==> config.mk <==
export PLATFORM = sky130hd
export DESIGN_NAME = tdm_link_port
export DESIGN_NICKNAME = d
export VERILOG_FILES = /design/src/rtl/tdm_link_pkg.sv /design/src/rtl/tdm_frame_tracker.sv /design/src/rtl/tdm_link_phase.sv /design/src/rtl/tdm_rx_deser.sv /design/src/rtl/tdm_tx_ser.sv /design/src/rtl/tdm_link_port.sv
export SDC_FILE = /design/constraint.sdc
export NUM_CORES = 1
export LEC_CHECK = 0
export BUFFER_PORTS_ARGS = -buffer_cell sky130_fd_sc_hd__buf_2
export CAP_MARGIN = 5
export CORE_ASPECT_RATIO = 0.5
export CORE_MARGIN = 4
export CORE_UTILIZATION = 42
export CTS_CLUSTER_SIZE = 10
export DETAILED_ROUTE_END_ITERATION = 10
export GPL_TIMING_DRIVEN = 0
export SLEW_MARGIN = 20
export SYNTH_ARGS = -nofsm -noshare
export SYNTH_HDL_FRONTEND = slang
export SYNTH_SLANG_ARGS = --single-unit
==> constraint.sdc <==
create_clock -name clk -period 6.23 [get_ports clk]
set_clock_uncertainty 0.15 [all_clocks]
set_input_delay 0.3115 -clock clk [delete_from_list [all_inputs] [get_ports clk]]
set_output_delay 0.3115 -clock clk [all_outputs]
set_load 0.02 [all_outputs]
==> src/rtl/tdm_link_pkg.sv <==
package tdm_link_pkg;
  localparam int BITS_PER_SLOT = 8;
  typedef logic [BITS_PER_SLOT-1:0] slot_byte_t;
endpackage

==> src/rtl/tdm_frame_tracker.sv <==
module tdm_frame_tracker #(
  parameter int FRAME_BITS = 256,
  localparam int POS_W = $clog2(FRAME_BITS)
) (
  input  logic             clk,
  input  logic             rst_n,
  input  logic             fsync,
  output logic [POS_W-1:0] cur_pos,
  output logic             active,
  output logic             slip
);
  logic [POS_W-1:0] phase_q;
  logic             locked_q;

  assign cur_pos = fsync ? '0 : phase_q;
  assign active  = locked_q | fsync;

  always_ff @(posedge clk or negedge rst_n) begin
    if (!rst_n) begin
      phase_q  <= '0;
      locked_q <= 1'b0;
      slip     <= 1'b0;
    end else begin
      phase_q  <= (cur_pos == POS_W'(FRAME_BITS - 1)) ? '0 : cur_pos + POS_W'(1);
      locked_q <= locked_q | fsync;
      slip     <= fsync & locked_q & (phase_q != '0);
    end
  end
endmodule

==> src/rtl/tdm_link_phase.sv <==
module tdm_link_phase #(
  parameter int SLOTS = 32,
  localparam int FRAME_BITS = SLOTS * 8,
  localparam int POS_W = $clog2(FRAME_BITS),
  localparam int SLOT_W = POS_W - 3,
  localparam int DW = POS_W + 1
) (
  input  logic [POS_W-1:0]  cur_pos,
  input  logic [POS_W-1:0]  offset,
  output logic [2:0]        bit_idx,
  output logic [SLOT_W-1:0] slot_idx
);
  logic [DW-1:0]    diff;
  logic [POS_W-1:0] lpos;

  always_comb begin
    diff = {1'b0, cur_pos} + DW'(FRAME_BITS) - {1'b0, offset};
    if (diff >= DW'(FRAME_BITS)) lpos = POS_W'(diff - DW'(FRAME_BITS));
    else                         lpos = POS_W'(diff);
  end

  assign bit_idx  = lpos[2:0];
  assign slot_idx = lpos[POS_W-1:3];
endmodule

==> src/rtl/tdm_rx_deser.sv <==
module tdm_rx_deser
  import tdm_link_pkg::*;
#(
  parameter int SLOT_W = 5
) (
  input  logic              clk,
  input  logic              rst_n,
  input  logic              active,
  input  logic [2:0]        bit_idx,
  input  logic [SLOT_W-1:0] slot_idx,
  input  logic              rx_sd,
  output logic              rx_valid,
  output slot_byte_t        rx_data,
  output logic [SLOT_W-1:0] rx_slot
);
  logic [BITS_PER_SLOT-2:0] sh_q;
  logic                     last_bit;

  assign last_bit = active && (bit_idx == 3'd7);

  always_ff @(posedge clk or negedge rst_n) begin
    if (!rst_n) begin
      sh_q     <= '0;
      rx_valid <= 1'b0;
      rx_data  <= '0;
      rx_slot  <= '0;
    end else begin
      rx_valid <= last_bit;
      if (active) sh_q <= {sh_q[BITS_PER_SLOT-3:0], rx_sd};
      if (last_bit) begin
        rx_data <= {sh_q, rx_sd};
        rx_slot <= slot_idx;
      end
    end
  end
endmodule

==> src/rtl/tdm_tx_ser.sv <==
module tdm_tx_ser
  import tdm_link_pkg::*;
#(
  parameter int SLOTS = 32,
  localparam int SLOT_W = $clog2(SLOTS)
) (
  input  logic              clk,
  input  logic              rst_n,
  input  logic              active,
  input  logic [2:0]        bit_idx,
  input  logic [SLOT_W-1:0] slot_idx,
  input  logic              link_en,
  input  logic              rsp_valid,
  output logic              rsp_ready,
  input  slot_byte_t        rsp_data,
  input  logic              rsp_drive,
  output logic              req_valid,
  output logic [SLOT_W-1:0] req_slot,
  output logic              tx_sd,
  output logic              tx_oe
);
  slot_byte_t byte_q, pend_q, sel_byte;
  logic       drive_q, pend_drive_q, pend_v_q, open_q;
  logic       boundary, accept, sel_drive, oe_next;

  assign boundary  = active && (bit_idx == 3'd0);
  assign rsp_ready = open_q && (bit_idx != 3'd0);
  assign accept    = rsp_valid && rsp_ready;

  always_comb begin
    sel_byte  = byte_q;
    sel_drive = drive_q;
    if (boundary) begin
      sel_byte  = pend_v_q ? pend_q : byte_q;
      sel_drive = pend_v_q && pend_drive_q;
    end
    oe_next = active && link_en && sel_drive;
  end

  always_ff @(posedge clk or negedge rst_n) begin
    if (!rst_n) begin
      byte_q       <= '0;
      drive_q      <= 1'b0;
      pend_q       <= '0;
      pend_drive_q <= 1'b0;
      pend_v_q     <= 1'b0;
      open_q       <= 1'b0;
      req_valid    <= 1'b0;
      req_slot     <= '0;
      tx_sd        <= 1'b0;
      tx_oe        <= 1'b0;
    end else begin
      byte_q  <= sel_byte;
      drive_q <= sel_drive;
      tx_oe   <= oe_next;
      tx_sd   <= oe_next & sel_byte[~bit_idx];
      if (boundary) begin
        pend_v_q  <= 1'b0;
        open_q    <= 1'b1;
        req_valid <= 1'b1;
        req_slot  <= (slot_idx == SLOT_W'(SLOTS - 1)) ? '0 : slot_idx + SLOT_W'(1);
      end else begin
        req_valid <= 1'b0;
        if (accept) begin
          pend_q       <= rsp_data;
          pend_drive_q <= rsp_drive;
          pend_v_q     <= 1'b1;
          open_q       <= 1'b0;
        end
      end
    end
  end
endmodule

==> src/rtl/tdm_link_port.sv <==
module tdm_link_port
  import tdm_link_pkg::*;
#(
  parameter int SLOTS = 32,
  localparam int FRAME_BITS = SLOTS * BITS_PER_SLOT,
  localparam int POS_W = $clog2(FRAME_BITS),
  localparam int SLOT_W = $clog2(SLOTS)
) (
  input  logic              clk,
  input  logic              rst_n,
  input  logic              fsync,
  input  logic [POS_W-1:0]  rx_offset,
  input  logic [POS_W-1:0]  tx_offset,
  input  logic              tx_link_en,
  input  logic              rx_sd,
  output logic              rx_valid,
  output logic [7:0]        rx_data,
  output logic [SLOT_W-1:0] rx_slot,
  output logic              tx_req_valid,
  output logic [SLOT_W-1:0] tx_req_slot,
  input  logic              tx_rsp_valid,
  output logic              tx_rsp_ready,
  input  logic [7:0]        tx_rsp_data,
  input  logic              tx_rsp_drive,
  output logic              tx_sd,
  output logic              tx_oe,
  output logic              frame_slip
);
  localparam int LINKS = 2;  // index 0 receive, 1 transmit

  logic [POS_W-1:0]  cur_pos;
  logic              active;
  logic [POS_W-1:0]  offs     [LINKS];
  logic [2:0]        bit_idx  [LINKS];
  logic [SLOT_W-1:0] slot_idx [LINKS];

  assign offs[0] = rx_offset;
  assign offs[1] = tx_offset;

  tdm_frame_tracker #(.FRAME_BITS(FRAME_BITS)) u_frame (
    .clk(clk), .rst_n(rst_n), .fsync(fsync),
    .cur_pos(cur_pos), .active(active), .slip(frame_slip)
  );

  for (genvar g = 0; g < LINKS; g++) begin : g_phase
    tdm_link_phase #(.SLOTS(SLOTS)) u_phase (
      .cur_pos(cur_pos), .offset(offs[g]),
      .bit_idx(bit_idx[g]), .slot_idx(slot_idx[g])
    );
  end

  tdm_rx_deser #(.SLOT_W(SLOT_W)) u_rx (
    .clk(clk), .rst_n(rst_n), .active(active),
    .bit_idx(bit_idx[0]), .slot_idx(slot_idx[0]), .rx_sd(rx_sd),
    .rx_valid(rx_valid), .rx_data(rx_data), .rx_slot(rx_slot)
  );

  tdm_tx_ser #(.SLOTS(SLOTS)) u_tx (
    .clk(clk), .rst_n(rst_n), .active(active),
    .bit_idx(bit_idx[1]), .slot_idx(slot_idx[1]), .link_en(tx_link_en),
    .rsp_valid(tx_rsp_valid), .rsp_ready(tx_rsp_ready),
    .rsp_data(tx_rsp_data), .rsp_drive(tx_rsp_drive),
    .req_valid(tx_req_valid), .req_slot(tx_req_slot),
    .tx_sd(tx_sd), .tx_oe(tx_oe)
  );
endmodule

==> run summary <==
Post-CTS Setup Inserts = 0
layout cells sized above 1 = 33.70%
Hold Crit Class = in -> reg
fin crit share = 54.75%
H-tree depth = 3
# diodes = 0
vias in the first global route = 2320
clk root buf = clkbuf_16
Nets = 400
die area = 9231 um2
Setup violations, final = 0
Max FO, Critical Path = 6
first-pass GRT wire length = 11.03 mm
post-detailed-route wirelength per cell = 14.25 um
sw frac = 31.01%
Synth Flop Type = dfrtp_1
clock-pin transition on the worst setup and hold timing paths = 0.05 ns
Post-Syn Area per Cell = 11.16 um2
status = finished, final reports clean
Pwr Density = 395.4 nW/um2
Yosys warnings = 0
kind of critical path = reg -> reg
total number of vias = 2236
Post-Syn Area = 3226 um2
most frequent cells in the layout = dfrtp_1, buf_2, mux2_2
P_int = 1.070 mW
Sw Pwr = 0.4809 mW
max_cap viols = 0
Final WS setup = 2.819 ns
die width = 131.9 um
Startpoint Class = register
GPL Wtd Cong = 0.7707
latest clock arrival within the worst-skew pair = 0.32 ns
Max Slew Vio Count = 0
pin count of the biggest net entering global routing = 60
DRC Markers = 0
initial core utilization = 43.56%
filler instances = 670
Std-Cell Rows = 22
register area share after synthesis = 45.77%
Period minus WS final = 3.411 ns
worst relative slew slack = 49.54%
area of the core = 7405 um2
Comb power frac = 30.8%
worst slack, placed = 2.591 ns
Die H = 69.97 um
Fin. Hold Viols = 0
hpwl dp = 4.865 mm
leakage power = 1.910 nW
RSZ-0062 raised after global routing = no
Worst Setup End Kind = register
number of vias per cell = 4.914
area delta synth->final = 21.61%
IO Pins = 55
ANT nets after route = 0
Multi-input gate area = 1622 um2
drt first pass iters = 4
commonest non-fill, non-tap cell in the layout = dfrtp_1
number of CTS-inserted buffers = 9
Arr. time, crit path = 3.47 ns
initial antenna violation count = 0
Peak VDD IR = 0.1669 mV
worst-margin pin slew = 0.7569 ns
Initial DRC Count = 96
CTS sink cnt = 59
number of synthesized register bits = 59
Post-Route WL = 6.486 mm
fmax = 293.2 MHz
GRT Total Usage = 15.13%
Seq pwr share = 38.1%
IO buf count = 54
cell count after synthesis = 289
total negative slack = 0 ns
EDFF count, synth = 0
cts repair resizes = 0
CP required = 6.29 ns
Synth cell types = 56
Synth Net Count = 334
Clock Path Buffers = 2
Congestion Overflow GR = 0
Clk network pwr share = 31.2%
ys async rst share = 100.0%
register area = 1476 um2
CTS tree = done
logic make-up after synthesis:
group	share of synthesized area, %
xor gates and xnor gates	6.207
DFF	45.77
adders and majority gates	6.090
buffers and inverters	3.956
and+or+nand+nor	14.97
AOI/OAI and AO/OA	8.030
muxes	14.97
cell type report:
cell class              count  area share (%)
clock buffers              11           6.188
plain buffers               7           1.053
well taps                  96           3.062
multi-input cells         200           41.34
flip-flops and latches     59           37.64
inverters                  23           2.201
clock inverters             4           1.308
repair buffers             55           7.209
flip-flops by register name, summed over array words and instances (netlist names), 5 cells and up:
signal,count
u_tx.byte_q,8
u_tx.req_slot,5
u_rx.rx_data,8
u_rx.rx_slot,5
u_frame.phase_q,8
u_tx.pend_q,8
u_rx.sh_q,7
worst max-delay path, stage by stage, from the launching register on:
cell and delay (ns):
dfrtp_1 0.42, nor2b_1 0.23, ha_1 0.37, and4bb_4 0.27, a2111oi_4 0.49, o21ai_2 0.16, a21oi_1 0.24, o21bai_1 0.09
a21oi_1 0.17, xnor2_1 0.15, ha_1 0.22, nor2_1 0.06, a32o_1 0.25
through the flow:
stage | utilization, % | hold slack, ns | total power [mW] | std cells | cell area (um2)
after global placement | 48.83 | 0.3031 | 1.062 | 439 | 3616
after CTS | 52.97 | 0.05324 | 1.573 | 455 | 3923
final | 52.97 | 0.06400 | 1.551 | 455 | 3923
after global routing | 52.97 | 0.06258 | 1.650 | 455 | 3923
after floorplan | - | -0.1341 | 0.9317 | 289 | 3226
after detailed placement | 48.87 | 0.2849 | 1.081 | 439 | 3618
metal layers:
metal,vias up,GRT usage [%],wire [um]
met5,-,0,0
met4,0,7.101,123
met3,12,4.532,272
met2,42,22.76,2950
met1,1044,20.05,3139
li1,1138,-,-
cell usage after synthesis, types with 5 or more instances:
master / n / share of area, %
dfrtp_1: 59 / 46
mux2_2: 27 / 9.4
inv_1: 21 / 2.4
nor2_1: 21 / 2.4
nand2_1: 18 / 2.1
ha_1: 14 / 5.4
xnor2_1: 13 / 3.5
a21oi_1: 10 / 1.6
nand2b_1: 9 / 1.7
mux2_4: 8 / 3.7
o21ai_0: 8 / 1.2
xor2_1: 8 / 2.2
nand3_1: 7 / 1.1
nor2b_1: 5 / 0.97
path summary, 6_finish.rpt:
kind / startpoint / end / slack, ns / cells after the start
worst max-delay path: u_frame.phase_q[2] / u_tx.req_slot[3] / 2.82 / 12
worst min-delay path: tx_rsp_data[0] / u_tx.pend_q[0] / 0.06 / 2
worst max register to register: u_frame.phase_q[2] / u_tx.req_slot[3] / 2.82 / 12
worst min register to register: u_tx.req_slot[1] / u_tx.req_slot[1] / 0.33 / 2
max in group asynchronous: rst_n / u_tx.pend_q[1] / 4.98 / 2
min in group asynchronous: rst_n / u_rx.rx_slot[1] / 0.45 / 2
power by group through the flow:
stage	registers, mW	clock network [mW]	logic (mW)
2_1_floorplan	0.663	0	0.269
3_3_place_gp	0.590	0	0.472
3_5_place_dp	0.598	0	0.483
4_1_cts	0.592	0.495	0.486
5_1_grt	0.609	0.515	0.526
6_report	0.590	0.483	0.477
repair_timing:
action                                  in CTS  in global routing
endpoints found under the setup margin       0                  0
hold endpoints to repair                    59                  0
hold buffers                                 1                  0
(Power assumes the default switching activity.)
